`config.mk`:
```
export PLATFORM = sky130hd
export DESIGN_NAME = sync_timing_gen
export DESIGN_NICKNAME = d
export VERILOG_FILES = /design/src/rtl/stg_pkg.sv /design/src/rtl/stg_cfg_regs.sv /design/src/rtl/stg_strobe.sv /design/src/rtl/stg_pos.sv /design/src/rtl/sync_timing_gen.sv
export SDC_FILE = /design/constraint.sdc
export NUM_CORES = 1
export LEC_CHECK = 0
export ABC_AREA = 1
export BUFFER_PORTS_ARGS = -buffer_cell sky130_fd_sc_hd__buf_2
export CORE_ASPECT_RATIO = 1.2
export CORE_MARGIN = 2
export CORE_UTILIZATION = 35
export DETAILED_ROUTE_END_ITERATION = 8
export GPL_TIMING_DRIVEN = 0
export MAX_ROUTING_LAYER = met4
export PLACE_DENSITY = 0.57
export SETUP_SLACK_MARGIN = 0.1
export SLEW_MARGIN = 25
export SYNTH_ARGS = -nofsm -noshare
export SYNTH_HDL_FRONTEND = slang
export SYNTH_HIERARCHICAL = 1
export SYNTH_SLANG_ARGS = --single-unit
```
`constraint.sdc`:
```
create_clock -name clk_i -period 5.5 [get_ports clk_i]
set_input_delay 1.1 -clock clk_i [delete_from_list [all_inputs] [get_ports clk_i]]
set_output_delay 1.1 -clock clk_i [all_outputs]
set_load 0.1 [all_outputs]
```
`src/rtl/stg_pkg.sv`:
```
package stg_pkg;
  localparam int BW = 8;
  localparam int VW = 24;
  localparam int HW = 16;
  localparam int VB = VW / BW;
  localparam int HB = HW / BW;
  localparam int FW = VW + 1;

  // byte map, MSB at lowest address of each field
  localparam int A_VS_DLY = 0;
  localparam int A_VS_HI  = A_VS_DLY + VB;
  localparam int A_VS_LO  = A_VS_HI + VB;
  localparam int A_HS_DLY = A_VS_LO + VB;
  localparam int A_HS_HI  = A_HS_DLY + HB;
  localparam int A_HS_LO  = A_HS_HI + HB;
  localparam int A_HS_NUM = A_HS_LO + HB;
  localparam int A_DE_DLY = A_HS_NUM + HB;
  localparam int A_DE_HI  = A_DE_DLY + VB;
  localparam int A_DE_LO  = A_DE_HI + HB;
  localparam int A_DE_NUM = A_DE_LO + HB;
  localparam int NBYTES   = A_DE_NUM + HB;
  localparam int AW       = $clog2(NBYTES);

  typedef struct packed {
    logic [VW-1:0] vs_dly;
    logic [VW-1:0] vs_hi;
    logic [VW-1:0] vs_lo;
    logic [HW-1:0] hs_dly;
    logic [HW-1:0] hs_hi;
    logic [HW-1:0] hs_lo;
    logic [HW-1:0] hs_num;
    logic [VW-1:0] de_dly;
    logic [HW-1:0] de_hi;
    logic [HW-1:0] de_lo;
    logic [HW-1:0] de_num;
  } stg_cfg_t;

  typedef enum logic [1:0] {PH_OFF, PH_WAIT, PH_HIGH, PH_LOW} stg_phase_e;
endpackage

```
`src/rtl/stg_cfg_regs.sv`:
```
module stg_cfg_regs
  import stg_pkg::*;
(
  input  logic          clk_i,
  input  logic          rst_ni,
  input  logic          wr_en_i,
  input  logic [AW-1:0] wr_addr_i,
  input  logic [BW-1:0] wr_data_i,
  input  logic          upd_i,
  output stg_cfg_t      act_o,
  output stg_cfg_t      use_o
);
  logic [BW-1:0]        sh_q [NBYTES];
  logic [NBYTES*BW-1:0] sh_flat;
  stg_cfg_t             sh_cfg;
  stg_cfg_t             act_q;

  always_ff @(posedge clk_i or negedge rst_ni) begin
    if (!rst_ni) begin
      for (int i = 0; i < NBYTES; i++) sh_q[i] <= '0;
    end else if (wr_en_i && (wr_addr_i < AW'(NBYTES))) begin
      sh_q[wr_addr_i] <= wr_data_i;
    end
  end

  // big-endian flat view: byte 0 is most significant
  for (genvar gi = 0; gi < NBYTES; gi++) begin : g_flat
    assign sh_flat[(NBYTES-1-gi)*BW +: BW] = sh_q[gi];
  end

  assign sh_cfg.vs_dly = sh_flat[(NBYTES-A_VS_DLY-VB)*BW +: VW];
  assign sh_cfg.vs_hi  = sh_flat[(NBYTES-A_VS_HI-VB)*BW +: VW];
  assign sh_cfg.vs_lo  = sh_flat[(NBYTES-A_VS_LO-VB)*BW +: VW];
  assign sh_cfg.hs_dly = sh_flat[(NBYTES-A_HS_DLY-HB)*BW +: HW];
  assign sh_cfg.hs_hi  = sh_flat[(NBYTES-A_HS_HI-HB)*BW +: HW];
  assign sh_cfg.hs_lo  = sh_flat[(NBYTES-A_HS_LO-HB)*BW +: HW];
  assign sh_cfg.hs_num = sh_flat[(NBYTES-A_HS_NUM-HB)*BW +: HW];
  assign sh_cfg.de_dly = sh_flat[(NBYTES-A_DE_DLY-VB)*BW +: VW];
  assign sh_cfg.de_hi  = sh_flat[(NBYTES-A_DE_HI-HB)*BW +: HW];
  assign sh_cfg.de_lo  = sh_flat[(NBYTES-A_DE_LO-HB)*BW +: HW];
  assign sh_cfg.de_num = sh_flat[(NBYTES-A_DE_NUM-HB)*BW +: HW];

  always_ff @(posedge clk_i or negedge rst_ni) begin
    if (!rst_ni)    act_q <= '0;
    else if (upd_i) act_q <= sh_cfg;
  end

  assign act_o = act_q;
  assign use_o = upd_i ? sh_cfg : act_q;
endmodule

```
`src/rtl/stg_strobe.sv`:
```
module stg_strobe
  import stg_pkg::*;
#(
  parameter int DW = 16,
  parameter int TW = 16,
  parameter int NW = 16
) (
  input  logic          clk_i,
  input  logic          rst_ni,
  input  logic          run_i,
  input  logic          load_i,
  input  logic [DW-1:0] dly_i,
  input  logic [TW-1:0] hi_i,
  input  logic [TW-1:0] lo_i,
  input  logic [NW-1:0] num_i,
  output logic          strobe_o,
  output logic          strobe_nxt_o,
  output logic          last_o
);
  localparam int CW = (DW > TW) ? DW : TW;

  stg_phase_e    ph_q, ph_d;
  logic [CW-1:0] cnt_q, cnt_d;
  logic [NW-1:0] npl_q, npl_d;
  logic [NW:0]   npl_inc;
  logic          cnt_end;
  logic          stb_q;

  assign cnt_end = (cnt_q == CW'(1));
  assign npl_inc = {1'b0, npl_q} + (NW+1)'(1);

  always_comb begin
    ph_d  = ph_q;
    cnt_d = cnt_q;
    npl_d = npl_q;
    if (!run_i) begin
      ph_d  = PH_OFF;
      cnt_d = '0;
      npl_d = '0;
    end else if (load_i) begin
      npl_d = '0;
      if (hi_i == '0 || num_i == '0) begin
        ph_d  = PH_OFF;
        cnt_d = '0;
      end else if (dly_i == '0) begin
        ph_d  = PH_HIGH;
        cnt_d = CW'(hi_i);
      end else begin
        ph_d  = PH_WAIT;
        cnt_d = CW'(dly_i);
      end
    end else begin
      case (ph_q)
        PH_WAIT, PH_LOW: begin
          if (cnt_end) begin
            ph_d  = PH_HIGH;
            cnt_d = CW'(hi_i);
          end else begin
            cnt_d = cnt_q - CW'(1);
          end
        end
        PH_HIGH: begin
          if (cnt_end) begin
            npl_d = npl_inc[NW-1:0];
            if (npl_inc == {1'b0, num_i}) begin
              ph_d  = PH_OFF;
              cnt_d = '0;
            end else if (lo_i == '0) begin
              cnt_d = CW'(hi_i);
            end else begin
              ph_d  = PH_LOW;
              cnt_d = CW'(lo_i);
            end
          end else begin
            cnt_d = cnt_q - CW'(1);
          end
        end
        default: ;
      endcase
    end
  end

  always_ff @(posedge clk_i or negedge rst_ni) begin
    if (!rst_ni) begin
      ph_q  <= PH_OFF;
      cnt_q <= '0;
      npl_q <= '0;
      stb_q <= 1'b0;
    end else begin
      ph_q  <= ph_d;
      cnt_q <= cnt_d;
      npl_q <= npl_d;
      stb_q <= strobe_nxt_o;
    end
  end

  assign strobe_nxt_o = (ph_d == PH_HIGH);
  assign strobe_o     = stb_q;
  assign last_o       = (ph_q == PH_HIGH) && cnt_end;
endmodule

```
`src/rtl/stg_pos.sv`:
```
module stg_pos
  import stg_pkg::*;
(
  input  logic          clk_i,
  input  logic          rst_ni,
  input  logic          run_i,
  input  logic          start_i,
  input  logic          de_i,
  input  logic          de_nxt_i,
  input  logic          last_i,
  output logic [HW-1:0] px_o,
  output logic [HW-1:0] ln_o
);
  logic [HW-1:0] px_q, ln_q;

  always_ff @(posedge clk_i or negedge rst_ni) begin
    if (!rst_ni) begin
      px_q <= '0;
      ln_q <= '0;
    end else if (!run_i || start_i) begin
      px_q <= '0;
      ln_q <= '0;
    end else begin
      // a pulse ending this cycle restarts px even if DE stays high
      px_q <= (de_i && de_nxt_i && !last_i) ? px_q + HW'(1) : '0;
      if (last_i) ln_q <= ln_q + HW'(1);
    end
  end

  assign px_o = px_q;
  assign ln_o = ln_q;
endmodule

```
`src/rtl/sync_timing_gen.sv`:
```
module sync_timing_gen
  import stg_pkg::*;
(
  input  logic          clk_i,
  input  logic          rst_ni,
  input  logic          en_i,
  input  logic          wr_en_i,
  input  logic [AW-1:0] wr_addr_i,
  input  logic [BW-1:0] wr_data_i,
  output logic          vs_o,
  output logic          hs_o,
  output logic          de_o,
  output logic [HW-1:0] px_o,
  output logic [HW-1:0] ln_o
);
  stg_cfg_t      cfg_act, cfg_use;
  logic          run_q;
  logic [FW-1:0] fcnt_q, frm_len;
  logic          frm_start, upd;
  logic          de_nxt, de_last;
  logic          vs_nxt_unused, vs_last_unused, hs_nxt_unused, hs_last_unused;

  assign frm_len   = {1'b0, cfg_act.vs_hi} + {1'b0, cfg_act.vs_lo};
  assign frm_start = en_i && (!run_q || ((fcnt_q + FW'(1)) >= frm_len));
  assign upd       = !en_i || frm_start;

  always_ff @(posedge clk_i or negedge rst_ni) begin
    if (!rst_ni) begin
      run_q  <= 1'b0;
      fcnt_q <= '0;
    end else begin
      run_q  <= en_i;
      fcnt_q <= (upd) ? '0 : fcnt_q + FW'(1);
    end
  end

  stg_cfg_regs u_cfg (
    .clk_i     (clk_i),
    .rst_ni    (rst_ni),
    .wr_en_i   (wr_en_i),
    .wr_addr_i (wr_addr_i),
    .wr_data_i (wr_data_i),
    .upd_i     (upd),
    .act_o     (cfg_act),
    .use_o     (cfg_use)
  );

  stg_strobe #(.DW(VW), .TW(VW), .NW(1)) u_vs (
    .clk_i        (clk_i),
    .rst_ni       (rst_ni),
    .run_i        (en_i),
    .load_i       (frm_start),
    .dly_i        (cfg_use.vs_dly),
    .hi_i         (cfg_use.vs_hi),
    .lo_i         (cfg_use.vs_lo),
    .num_i        (1'b1),
    .strobe_o     (vs_o),
    .strobe_nxt_o (vs_nxt_unused),
    .last_o       (vs_last_unused)
  );

  stg_strobe #(.DW(HW), .TW(HW), .NW(HW)) u_hs (
    .clk_i        (clk_i),
    .rst_ni       (rst_ni),
    .run_i        (en_i),
    .load_i       (frm_start),
    .dly_i        (cfg_use.hs_dly),
    .hi_i         (cfg_use.hs_hi),
    .lo_i         (cfg_use.hs_lo),
    .num_i        (cfg_use.hs_num),
    .strobe_o     (hs_o),
    .strobe_nxt_o (hs_nxt_unused),
    .last_o       (hs_last_unused)
  );

  stg_strobe #(.DW(VW), .TW(HW), .NW(HW)) u_de (
    .clk_i        (clk_i),
    .rst_ni       (rst_ni),
    .run_i        (en_i),
    .load_i       (frm_start),
    .dly_i        (cfg_use.de_dly),
    .hi_i         (cfg_use.de_hi),
    .lo_i         (cfg_use.de_lo),
    .num_i        (cfg_use.de_num),
    .strobe_o     (de_o),
    .strobe_nxt_o (de_nxt),
    .last_o       (de_last)
  );

  stg_pos u_pos (
    .clk_i    (clk_i),
    .rst_ni   (rst_ni),
    .run_i    (en_i),
    .start_i  (frm_start),
    .de_i     (de_o),
    .de_nxt_i (de_nxt),
    .last_i   (de_last),
    .px_o     (px_o),
    .ln_o     (ln_o)
  );
endmodule

```
# Yosys cells after proc, flatten, opt, wreduce, memory -nomap -nowiden
# Cells that the tools add are included.
[word_totals]
register_bits = 580
in_bits = 17
out_inout_bits = 35
wordCells = 201
[classes]
addsub = 10
magnitude_cmp = 4
eq_ne = 27
n_mux = 75
n_bitwise = 1
n_reduce_logical = 31
[op_table]
columns = ["cell", "count"]
rows = [
  ["two-way mux 24 bit", 15],
  ["two-way mux 16 bit", 21],
  ["bitwise mux 208 bit", 1],
  ["two-way mux 208 bit", 1],
  ["logical NOT 16 bit", 7],
  ["logical NOT 24 bit", 4],
  ["case mux 24 bit (2 select lines)", 2],
  ["== test 24 x 1 -> 1 bit, second input constant", 2],
  ["two-way mux 2 bit", 24],
  ["subtractor 24 x 1 -> 24 bit, second input constant", 2],
  ["demux 8 bit (select 5 bit)", 1],
  ["adder 16 x 1 -> 17 bit, second input constant", 2],
  ["== test 17 x 16 -> 1 bit", 2],
  ["adder 16 x 1 -> 16 bit, second input constant", 2],
  ["case mux 16 bit (2 select lines)", 1],
  ["adder 24 x 24 -> 25 bit", 1],
  ["adder 25 x 1 -> 25 bit, second input constant", 1],
  [">= comparator 25 bit", 1],
  ["two-way mux 25 bit", 1],
  ["== test 2 bit, second input constant", 9],
  ["!= test 3 x 1 -> 1 bit, second input constant", 6],
  ["== test 16 x 1 -> 1 bit, second input constant", 1],
  ["subtractor 16 x 1 -> 16 bit, second input constant", 1],
  ["!= test 4 x 1 -> 1 bit, second input constant", 3],
  ["15 further kinds", 37],
]

# Depth between registers and ports, before layout
[depth]
depth_word = 18
ltp_mapped = 43
ltp_nobuf = 40

# By module
# Netlist, hierarchy kept.
[modules_own_cells]
columns = ["module", "instances", "cells_each", "area_per_inst_um2", "seq_area_each_um2"]
rows = [
  ["stg_cfg_regs", 1, 1393, 16158.0, 10410.0],
  ["stg_strobe (u_de)", 1, 725, 4275.4, 1076.0],
  ["stg_strobe (u_vs)", 1, 722, 3787.4, 700.7],
  ["sync_timing_gen", 1, 590, 3683.5, 650.6],
  ["stg_strobe (u_hs)", 1, 593, 3480.8, 875.8],
  ["stg_pos", 1, 223, 1701.6, 800.8],
]

# Least setup slack after synthesis
# Ideal clock, no wire load.
[synth_timing]
path_kind = "register to register"
start = "reg u_cfg.act_q (netlist bit u_cfg/act_o[136])"
end = "reg u_pos.px_q[6], in the netlist u_pos/px_o[6]"
setup_ps = 84
arrival_ps = 5299
required_time_ps = 5416
setup_slack_ps = 117
stages_incl_launch_ff = 39
n_path_buf = 4
period_less_slack_ps = 5383
cell_sequence = "dfrtp_1 -> ha_1 -> inv_1 -> fa_1 -> inv_1 -> nand3_1 -> nand2_1 -> nand2_1 -> nand2_1 -> nand2_1 -> nand3_1 -> xnor2_1 -> ha_1 -> nand2_1 -> nor2_1 -> nor3b_1 -> nand2_1 -> nand2_1 -> [... 3 more ...] -> buf_2 -> buf_2 -> buf_2 -> mux2_2 -> nor3_1 -> nor3b_1 -> nand3_1 -> nor2_1 -> o21ai_0 -> inv_1 -> nand2_1 -> nor2_1 -> nand2_1 -> nor2_1 -> nand2_1 -> inv_2 -> o21ai_0 -> a21oi_1"
[synth_lines]
columns = ["element", "line", "source"]
rows = [
  ["start: declaration", "stg_cfg_regs.sv:16", "stg_cfg_t act_q;"],
  ["start signal: assignment", "stg_cfg_regs.sv:45", "else if (upd_i) act_q <= sh_cfg;"],
  ["end signal: assignment", "stg_pos.sv:25", "px_q <= (de_i && de_nxt_i && !last_i) ? px_q + HW'(1) : '0;"],
  ["end: declaration", "stg_pos.sv:14", "logic [HW-1:0] px_q, ln_q;"],
]

==> results.tsv <==
stage	metric	value	unit
clock_network	clock-pin slew on the worst setup and hold paths	0.07	ns
drt	DRT iter0 DRCs	1937	
die	die area	0.09702	sq mm
drt	final WL	100600	um
sta	RSZ-0062 raised after global routing	yes	
placed_design	placer's final routability congestion estimate	0.9495	
logic_synthesis	Yosys reg bits	580	
logic_synthesis	Ys Warns	6	
logic_synthesis	Mapped Area	0.03309	sq mm
setup_path	FF-to-FF path depth	38	
sta	worst rel slew slack	39.92	%
sta	final period utilization	96.87	%
final_layout	NumNets Final	4497	
setup_path	worst setup path end	u_pos/px_o[11]$_DFF_PN0_	
logic_synthesis	number of enable flip-flop cells after synthesis	0	
setup_path	RR Endpoint	u_pos/px_o[11]$_DFF_PN0_	
clock_network	worst skew pair latency	0.63	ns
pwr	Pint	9625	uW
final_layout	area delta synth->final	17.60	%
setup_path	CP required	6.06	ns
die	die height	340.8	um
drt	Antenna Nets Post-Route	0	
sta	final hold vios	0	
clock_network	CTS tree	done	
drt	drt wl/cell	17.56	um
die	Chip Width	284.7	um
sta	Max Slew Vio Count	0	
setup_path	Setup CP Type	reg2reg	
sta	clock skew	0.02953	ns
logic_synthesis	syn_area_per_cell	7.792	sq um
setup_path	CP top delay family	simple AND/OR/NAND/NOR gates	
clock_network	Max Buffers Root-to-Sink	3	
outcome	status	completed	
setup_path	FF-to-FF setup slack	0.17	ns
setup_path	most used cell, CP	nand2_1	
drt	vias per inst	5.006	
logic_synthesis	FFs w/ async S/R, synth	100.0	%
worst_hold_path	HP Class	in2async	
final_layout	final instance area	0.03891	sq mm
flow_run	maxcap violations	0	
pwr	Pwr Total	14810	uW
pwr	Switching Fraction	35.00	%
logic_synthesis	share of the synthesized area in the top cell type	43.87	%
die	Initial Utilization	35.30	%
setup_path	slowest CP cell	dfrtp_1	
sta	fmax	187.7	MHz
setup_path	crit path buf inv count	8	
pwr	Reg power frac	36.6	%
logic_synthesis	post-synth cell types	56	
placed_design	Placed Area	0.03514	sq mm
global_route	vias in the first global route	28008	
die	Core ar.	0.09372	sq mm
setup_path	start of the worst register-to-register path	u_cfg/act_o[160]$_DFF_PN0_	
logic_synthesis	top post-synthesis cells by area	dfrtp_1 44%, nand2_1 15%, mux2_2 7.1%	
drt	DRC viols	0	
logic_synthesis	cells after synthesis	4246	
pwr	clock share of power	34.1	%
logic_synthesis	ys flop type	dfrtp_1	
pwr	combinational share of power	29.4	%
drt	vias	28662	
logic_synthesis	area leader, netlist	dfrtp_1	
setup_path	worst setup path start	u_cfg/act_o[160]$_DFF_PN0_	
logic_synthesis	sequential area share after synthesis	43.87	%
sta	clock period minus worst slack	5.328	ns
setup_path	Worst path depth	38	
sta	worst-margin pin slew	0.9011	ns
pwr	Power Dens Cells	380.6	mW/mm^2
die	row count	123	
global_route	grt ovf	0	
clock_network	CTS Root Cell	clkbuf_16	
setup_path	Worst Setup End Kind	flop	
drt	first-pass iteration count of the detailed router	5	
pwr	Net Sw Power	5183	uW
global_route	first-pass GRT wire length	157600	um
sta	Setup violations, final	0	
pwr	Max IR drop VDD	0.0002120	V
setup_path	crit path DAT	5.89	ns
setup_path	worst stage delay on the critical path	0.38	ns
global_route	all-layer global routing usage	21.05	%
clock_network	Hold-fix buffers, CTS	0	
placed_design	DPL Wire Length	74530	um
clock_network	CTS H-tree lvls	3	
global_route	antenna violations before repair	5	
clock_network	clock sinks	580	
pwr	Leak Pwr	0.01968	uW
die	# IOs	52	
global_route	pin count of the biggest net entering global routing	88	
setup_path	crit-path max FO	10	
setup_path	CP Launch Type	flop	
clock_network	number of CTS-inserted buffers	70	
placed_design	Port Buf Inserts	43	
final_layout	ratio of cells with drive above 1 in the final layout	18.06	%
## repair_timing
item,4_1_cts,5_1_grt
setup buffers,27,19
gates cloned,2,1
pin swaps,24,37
gates resized for setup,101,154
endpoints found under the setup margin,89,85
hold endpoints to repair,0,0
## stage by stage
step	utilization (%)	hold WS [ns]	setup slack, ns	TNS, ns	cells
global route	41.52	0.2831	-0.1256	-1.230	5726
detailed placement	37.50	0.4528	-1.891	-107.87	5550
CTS	40.80	0.2627	0.1006	0	5704
global placement	37.21	0.4507	-9.412	-5750.05	5541
finish	41.52	0.2866	0.1722	0	5726
floorplan	-	0.4364	0.1174	0	4248
## cell type report
| class | instances | area, sq um |
|---|---|---|
| Timing Repair inverter | 1 | 7.507 |
| Sequential cell | 580 | 14510 |
| Timing Repair Buffer | 100 | 887.1 |
| Tap cell | 1250 | 1564 |
| Multi-Input combinational cell | 3119 | 16990 |
| Buffer | 132 | 845.8 |
| Inverter | 415 | 1572 |
| Clock buffer | 94 | 2034 |
| Clock inverter | 32 | 491.7 |
| Antenna cell | 3 | 7.507 |
| Fill cell | 9528 | 54810 |
## power groups by stage
stage / clock network, uW / registers (uW) / logic, uW
detailed placement: 0 / 5460 / 4020
finish: 5040 / 5410 / 4350
global placement: 0 / 5450 / 3970
global route: 5340 / 5490 / 4850
CTS: 5170 / 5400 / 4160
floorplan: 0 / 5310 / 2890
## layer usage
metal / up-vias / part of all wire [%] / track usage [%]
li1: 14143 / - / -
met1: 13752 / 44 / 26.05
met2: 585 / 49 / 35.18
met3: 182 / 3.6 / 2.326
met4: 0 / 3.4 / 8.333
met5: - / 0 / -
## sequential cells by signal (all words and copies together), names as in the netlist, 24 cells and up
register      count
fcnt_q           25
u_cfg/act_o     208
u_cfg/sh_cfg    208
u_de/cnt_q       24
u_vs/cnt_q       24
## worst min path at each step
stage                                         to  slack [ns]  cells after the start
floorplan            u_cfg/sh_cfg[0]$_DFFE_PN0P_        0.44                      2
global placement    u_cfg/sh_cfg[57]$_DFFE_PN0P_        0.45                      2
detailed placement  u_cfg/sh_cfg[90]$_DFFE_PN0P_        0.45                      2
CTS                         fcnt_q[24]$_DFF_PN0_        0.26                      1
global route                fcnt_q[23]$_DFF_PN0_        0.28                      1
finish                      fcnt_q[23]$_DFF_PN0_        0.29                      1
## synthesized netlist by cell type, types with 12 or more instances
master,instances
nand2_1,1345
dfrtp_1,580
nand3_1,419
inv_1,399
nor2_1,354
mux2_2,208
a21oi_1,151
o21ai_0,106
nand4_1,91
buf_2,61
ha_1,60
nand2_2,53
clkbuf_1,48
nor2_2,48
xor2_1,41
nor3_1,37
o22ai_1,27
nor2_4,24
xnor2_1,19
nor4_1,14
buf_6,12
nand3b_1,12
o21ai_1,12
o31ai_1,12
## logic make-up (layout without fill, tap and decap cells)
family,count (synthesis),in the layout,share of synthesized area [%]
simple gates,2443,2443,32.61
flops,580,580,43.87
buf+inv,549,774,6.780
compound gates,343,343,5.665
mux,208,208,7.079
fa+ha+maj,61,61,2.329
xor+xnor,61,61,1.656
other cells,1,6,0.01133
## cell usage in the layout (no fill, tap or decap), types with 68 or more instances in the layout
cell type	count
mux2_2	189
clkbuf_16	73
dfrtp_1	580
nand2_2	68
buf_2	87
a21oi_1	133
nand2_1	1326
nand4_1	91
nor2_1	333
nand3_1	413
o21ai_0	90
inv_1	388
Note: power is estimated with default switching activity, not from simulation.
